==> src/rtl/wbr_pkg.sv <==
// Package: shared defaults and width helper for the second-chance reset path.
// Assumes: all users size their counters from wbr_width so the widths agree.
package wbr_pkg;

    localparam int unsigned WBR_SYNC_STAGES = 2;
    localparam int unsigned WBR_PULSE_LEN   = 4;
    localparam int unsigned WBR_FIRE_COUNT  = 2;

    // Number of bits needed to hold the values 0..v inclusive.
    function automatic int unsigned wbr_width(input int unsigned v);
        return (v < 2) ? 1 : $clog2(v + 1);
    endfunction

endpackage

==> src/rtl/wbr_sync.sv <==
// Module: multi-stage level synchroniser followed by a rising-edge detector.
// Assumes: d_async holds each level for at least STAGES destination cycles;
// STAGES >= 2. rise_o is a one-cycle strobe in the destination domain.
module wbr_sync #(
    parameter int unsigned STAGES = wbr_pkg::WBR_SYNC_STAGES
) (
    input  logic clk,
    input  logic rst_n,
    input  logic d_async,
    output logic rise_o
);

    logic [STAGES-1:0] chain;
    logic              last_q;

    // Stage 0 captures the asynchronous level.
    always_ff @(posedge clk) begin
        if (!rst_n) chain[0] <= 1'b0;
        else        chain[0] <= d_async;
    end

    // Further stages settle any metastability.
    for (genvar g = 1; g < STAGES; g++) begin : g_stage
        always_ff @(posedge clk) begin
            if (!rst_n) chain[g] <= 1'b0;
            else        chain[g] <= chain[g-1];
        end
    end

    // Remembers the previous synchronised level for edge detection.
    always_ff @(posedge clk) begin
        if (!rst_n) last_q <= 1'b0;
        else        last_q <= chain[STAGES-1];
    end

    assign rise_o = chain[STAGES-1] & ~last_q;

    AST_RISE_ONE_CYCLE: assert property (@(posedge clk) disable iff (!rst_n)
        rise_o |=> !rise_o);

endmodule

==> src/rtl/wbr_to_count.sv <==
// Module: saturating timeout counter for the backup path.
// A timeout that finds the count at FIRE_COUNT-1 or more fires the backup
// reset. A system-reset indication clears the count and wins over a timeout.
// Assumes: timeout_i and clear_i are synchronous to clk.
module wbr_to_count #(
    parameter int unsigned FIRE_COUNT = wbr_pkg::WBR_FIRE_COUNT
) (
    input  logic clk,
    input  logic rst_n,
    input  logic timeout_i,
    input  logic clear_i,
    output logic fire_o
);

    localparam int unsigned CW = wbr_pkg::wbr_width(FIRE_COUNT);
    localparam logic [CW-1:0] SAT_VAL   = CW'(FIRE_COUNT);
    localparam logic [CW-1:0] ARMED_VAL = CW'(FIRE_COUNT - 1);

    logic [CW-1:0] cnt_q;
    logic          armed;

    assign armed  = (cnt_q >= ARMED_VAL);
    assign fire_o = timeout_i & ~clear_i & armed;

    // Count timeouts up to saturation; clear on system reset.
    always_ff @(posedge clk) begin
        if (!rst_n)                              cnt_q <= '0;
        else if (clear_i)                        cnt_q <= '0;
        else if (timeout_i && (cnt_q < SAT_VAL)) cnt_q <= cnt_q + CW'(1);
    end

    AST_CNT_SATURATES: assert property (@(posedge clk) disable iff (!rst_n)
        cnt_q <= SAT_VAL);
    AST_CLEAR_ZEROES:  assert property (@(posedge clk) disable iff (!rst_n)
        clear_i |=> (cnt_q == '0));
    AST_CNT_HOLDS:     assert property (@(posedge clk) disable iff (!rst_n)
        (!timeout_i && !clear_i) |=> $stable(cnt_q));
    AST_FIRST_COUNTS:  assert property (@(posedge clk) disable iff (!rst_n)
        (timeout_i && !clear_i && cnt_q == '0) |=> (cnt_q == CW'(1)));

endmodule

==> src/rtl/wbr_stretch.sv <==
// Module: fixed-length pulse generator with reload.
// Any trigger loads LEN; the output is high while the remaining count is
// non-zero. Output is registered.
// Assumes: LEN >= 1.
module wbr_stretch #(
    parameter int unsigned LEN = wbr_pkg::WBR_PULSE_LEN
) (
    input  logic clk,
    input  logic rst_n,
    input  logic trig_i,
    output logic out_o
);

    localparam int unsigned RW = wbr_pkg::wbr_width(LEN);
    localparam logic [RW-1:0] LEN_VAL = RW'(LEN);

    logic [RW-1:0] rem_q;
    logic [RW-1:0] rem_d;

    // Next remaining count: reload on trigger, else count down to zero.
    always_comb begin
        if (trig_i)              rem_d = LEN_VAL;
        else if (rem_q != '0)    rem_d = rem_q - RW'(1);
        else                     rem_d = '0;
    end

    // Remaining-cycle register and registered output.
    always_ff @(posedge clk) begin
        if (!rst_n) begin
            rem_q <= '0;
            out_o <= 1'b0;
        end else begin
            rem_q <= rem_d;
            out_o <= (rem_d != '0);
        end
    end

    AST_TRIG_LOADS: assert property (@(posedge clk) disable iff (!rst_n)
        trig_i |=> (out_o && rem_q == LEN_VAL));
    AST_COUNTS_DOWN: assert property (@(posedge clk) disable iff (!rst_n)
        (!trig_i && rem_q != '0) |=> (rem_q == $past(rem_q) - RW'(1)));
    AST_STAYS_QUIET: assert property (@(posedge clk) disable iff (!rst_n)
        (!trig_i && !out_o) |=> !out_o);

endmodule

==> src/rtl/wdog_backup_rst.sv <==
// Module: final system-reset driver for the watchdog.
// It ORs the synchronised main reset request with the backup timeout path and
// stretches either trigger to a fixed pulse on the watchdog clock.
// Assumes: timeout_pulse and sys_rst_seen are in the clk_wd domain;
// main_rst_req is asynchronous and holds its levels for several cycles.
module wdog_backup_rst #(
    parameter int unsigned SYNC_STAGES = wbr_pkg::WBR_SYNC_STAGES,
    parameter int unsigned FIRE_COUNT  = wbr_pkg::WBR_FIRE_COUNT,
    parameter int unsigned PULSE_LEN   = wbr_pkg::WBR_PULSE_LEN
) (
    input  logic clk_wd,
    input  logic rst_n,
    input  logic main_rst_req,
    input  logic timeout_pulse,
    input  logic sys_rst_seen,
    output logic sys_rst_out
);

    logic main_rise;
    logic backup_fire;
    logic any_trig;

    wbr_sync #(.STAGES(SYNC_STAGES)) u_sync (
        .clk     (clk_wd),
        .rst_n   (rst_n),
        .d_async (main_rst_req),
        .rise_o  (main_rise)
    );

    wbr_to_count #(.FIRE_COUNT(FIRE_COUNT)) u_count (
        .clk       (clk_wd),
        .rst_n     (rst_n),
        .timeout_i (timeout_pulse),
        .clear_i   (sys_rst_seen),
        .fire_o    (backup_fire)
    );

    assign any_trig = main_rise | backup_fire;

    wbr_stretch #(.LEN(PULSE_LEN)) u_stretch (
        .clk    (clk_wd),
        .rst_n  (rst_n),
        .trig_i (any_trig),
        .out_o  (sys_rst_out)
    );

    AST_MAIN_DRIVES:   assert property (@(posedge clk_wd) disable iff (!rst_n)
        main_rise |=> sys_rst_out);
    AST_BACKUP_DRIVES: assert property (@(posedge clk_wd) disable iff (!rst_n)
        backup_fire |=> sys_rst_out);
    AST_CLEAR_BLOCKS:  assert property (@(posedge clk_wd) disable iff (!rst_n)
        (sys_rst_seen && !main_rise && !sys_rst_out) |=> !sys_rst_out);

endmodule

==> config.mk <==
export PLATFORM = sky130hd
export DESIGN_NAME = wdog_backup_rst
export DESIGN_NICKNAME = d
export VERILOG_FILES = /design/src/rtl/wbr_pkg.sv /design/src/rtl/wbr_sync.sv /design/src/rtl/wbr_to_count.sv /design/src/rtl/wbr_stretch.sv /design/src/rtl/wdog_backup_rst.sv
export SDC_FILE = /design/constraint.sdc
export NUM_CORES = 1
export LEC_CHECK = 0
export BUFFER_PORTS_ARGS = -buffer_cell sky130_fd_sc_hd__buf_2
export CAP_MARGIN = 15
export CORE_AREA = 5 5 42 44
export CTS_CLUSTER_SIZE = 14
export DETAILED_ROUTE_END_ITERATION = 8
export DIE_AREA = 0 0 47 49
export GPL_TIMING_DRIVEN = 1
export MAX_ROUTING_LAYER = met4
export PLACE_DENSITY = 0.49
export SLEW_MARGIN = 20
export SYNTH_ARGS = -nofsm -noshare
export SYNTH_HDL_FRONTEND = slang
export SYNTH_HIERARCHICAL = 1
export SYNTH_SLANG_ARGS = --single-unit
==> constraint.sdc <==
create_clock -name clk_wd -period 1.5 [get_ports clk_wd]
set_input_delay 0.15 -clock clk_wd [delete_from_list [all_inputs] [get_ports clk_wd]]
set_output_delay 0.15 -clock clk_wd [all_outputs]
set_load 0.02 [all_outputs]
==> summary.txt <==
Clock network
  • CTS sink count: 9
  • CTS max path bufs: 2
  • Clock latency at the later pin of the worst-skew pair: 0.26 ns
  • Num CTS Buffers: 3
  • Clock root cell: clkbuf_4
  • CTS clk-pin slew, worst paths: 0.06 ns
  • CTS hold repair buffers: 0
  • H-tree levels: 1
  • CTS tree: built
  • Number of setup buffers added after CTS: 0
  • Cts repair resizes: 0

Die
  • Width of the die: 47 um
  • Die Y: 49 um
  • IO Pins: 6
  • Die area: 0.00230 mm2
  • Area of the core: 0.00140 mm2
  • Initial Utilization: 25.0%
  • Row count: 14

STA
  • Final Hold Fails: 0
  • Fin crit share: 86.4%
  • TNS Setup: 0 ns
  • Final count of pins violating max slew: 0
  • Fmax: 0.772 GHz
  • Final setup fails: 0
  • Post-route minimum period: 1.30 ns
  • Setup slack after layout: 0.204 ns
  • Worst slew margin: 89.9%
  • Worst slew pin tran: 0.152 ns
  • RSZ-0062 raised after global routing: no
  • Layout Skew: 0.00287 ns
  • Hold slack: 0.0987 ns

Power and ir drop
  • Peak supply drop: 0.000391 V
  • Combinational fraction of design power: 8.0%
  • Int Pwr: 0.373 mW
  • Leakage: 0.170 nW
  • Sequential power share: 53.6%
  • Sw frac: 21.4%
  • Clock power share: 38.4%
  • Power density cells: 1130 mW/mm2
  • P_sw: 0.102 mW
  • Total power: 0.474 mW

Routing
  • Via density: 4.07
  • Drt pass-1 iters: 1
  • Wirelength, routed: 480 um
  • DRT antenna net count: 0
  • DRT iter0 DRCs: 0
  • Vias: 236
  • WL/cell: 8.28 um
  • DR DRC count: 0

Yosys
  • Largest area contributor in the netlist: dfxtp_1
  • Syn Area/Cell: 10.6 um2
  • Area contributors post-synth: dfxtp_1 51%, nor2b_4 7.9%, and2_1 5.4%
  • Library cells used by synthesis: 16
  • YS warnings: 6
  • Flops & latches, synth: 9
  • Post-Syn Instances: 33
  • Seq/Total Area, Yosys: 51.4%
  • Syn Nets: 39
  • Cell area after synthesis: 350 um2
  • Synth top area share: 51.4%

Hold path
  • Hold Crit Class: input pin to flop
  • Hold Crit Start: main_rst_req
  • Hold Path Sink: u_sync/chain[0]
  • Hold depth: 2

Place
  • Placement-stage cell area: 395 um2
  • Placed insts: 54
  • IO Port Bufs: 5
  • Dpl ws: 0.189 ns
  • Gpl congestion: 0.660
  • HPWL Detailed: 386 um

Global routing
  • Initial antenna violation count: 0
  • Largest net degree at the start of global routing: 8
  • Global-route wire length before repair: 952 um
  • Vias in the first global route: 234
  • Aggregate global routing overflow: 0
  • GRT Total Usage: 6.44%

Critical path
  • Critical path type: flop to flop
  • Worst path required time: 1.65 ns
  • Crit Path Max Fanout: 3
  • CP arrival: 1.44 ns
  • Crit Reg-Reg Endpoint: u_stretch/out_o
  • CP Capture Type: flop
  • Worst-case reg-to-reg path depth: 5
  • Reg2Reg Launch Point: u_count/cnt_q[1]
  • Critical path launch point type: flop
  • Setup slack, reg-to-reg: 0.20 ns
  • Critical Path Source: u_count/cnt_q[1]

Final layout
  • Fill count: 157
  • Finished Layout Cells: 58
  • Design area: 422 um2
  • Area Growth Syn to Fin: 20.4%
  • Ratio of cells with drive above 1 in the final layout: 28.6%
  • Fin nets: 49
  • Most frequent cells in the layout: 9 x dfxtp_1, 5 x buf_2, 3 x clkbuf_4, 3 x nor2_1, 3 x and2_1
  • ANT cells: 0
  • Final core utilization: 30.1%
  • Most common library cell in the layout ignoring fill and taps: dfxtp_1

Flow run
  • MaxCap Viol Count: 0

Run status
  • Status: complete, no violations
kinds of logic (layout without fill, tap and decap cells):
| group | Yosys count | in the layout | share of synthesized area [%] |
|---|---|---|---|
| AOI/OAI and AO/OA | 5 | 5 | 10.0 |
| xor gates and xnor gates | 1 | 1 | 2.50 |
| adders and majority gates | 1 | 1 | 3.57 |
| buffers and inverters | 2 | 11 | 2.14 |
| DFF | 9 | 9 | 51.4 |
| and+or+nand+nor | 15 | 15 | 30.4 |
cell usage after synthesis:
| library cell | instances |
|---|---|
| or3b_1 | 1 |
| and2_1 | 3 |
| nand2b_1 | 2 |
| nor3b_2 | 1 |
| xnor2_1 | 1 |
| inv_1 | 2 |
| dfxtp_1 | 9 |
| nor3_1 | 1 |
| nor2b_4 | 2 |
| o21a_1 | 2 |
| or2_1 | 1 |
| ha_1 | 1 |
| nand2_1 | 1 |
| nor2_1 | 3 |
| o31a_2 | 1 |
| a21oi_1 | 2 |
worst max-delay path: stages, from the launching register on:
cell	delay, ns
dfxtp_1	0.34
inv_1	0.06
ha_1	0.15
nor3b_2	0.04
or2_1	0.25
o31a_2	0.35
final cells by class:
cell class | instances | area [um2] | area share (%)
clock buffers | 4 | 26.3 | 6.23
inverters | 2 | 7.51 | 1.78
multi-input cells | 22 | 163 | 38.6
flip-flops and latches | 9 | 180 | 42.7
well taps | 16 | 20.0 | 4.75
repair buffers | 5 | 25.0 | 5.93
power groups by stage:
stage                     registers (mW)  clock network [mW]  logic, mW
after floorplan                    0.261                   0     0.0237
after global placement             0.260                   0     0.0389
after detailed placement           0.260                   0     0.0387
after CTS                          0.255               0.196     0.0390
after global routing               0.256               0.212     0.0443
final                              0.254               0.182     0.0378
per-layer routing:
layer | share of wire (%) | vias to the layer above | global-route usage (%)
met2 | 42 | 6 | 7.47
met5 | 0 | - | -
met3 | 4.0 | 3 | 2.21
li1 | - | 126 | -
met4 | 6.0 | 0 | 8.29
met1 | 48 | 101 | 7.10
state kept, by name, indices dropped and copies added (netlist names):
signal and count:
u_sync/chain 2, u_stretch/out_o 1, u_sync/last_q 1, u_count/cnt_q 2, u_stretch/rem_q 3
how the worst max path moves through the flow:
stage	end	slack, ns	depth (start not counted)
after floorplan	u_stretch/out_o	0.26	5
after global placement	u_stretch/out_o	0.20	5
after detailed placement	u_stretch/out_o	0.19	5
after CTS	u_stretch/out_o	0.19	5
after global routing	u_stretch/out_o	0.12	5
final	u_stretch/out_o	0.20	5
Power figures use the tool's default switching activity.
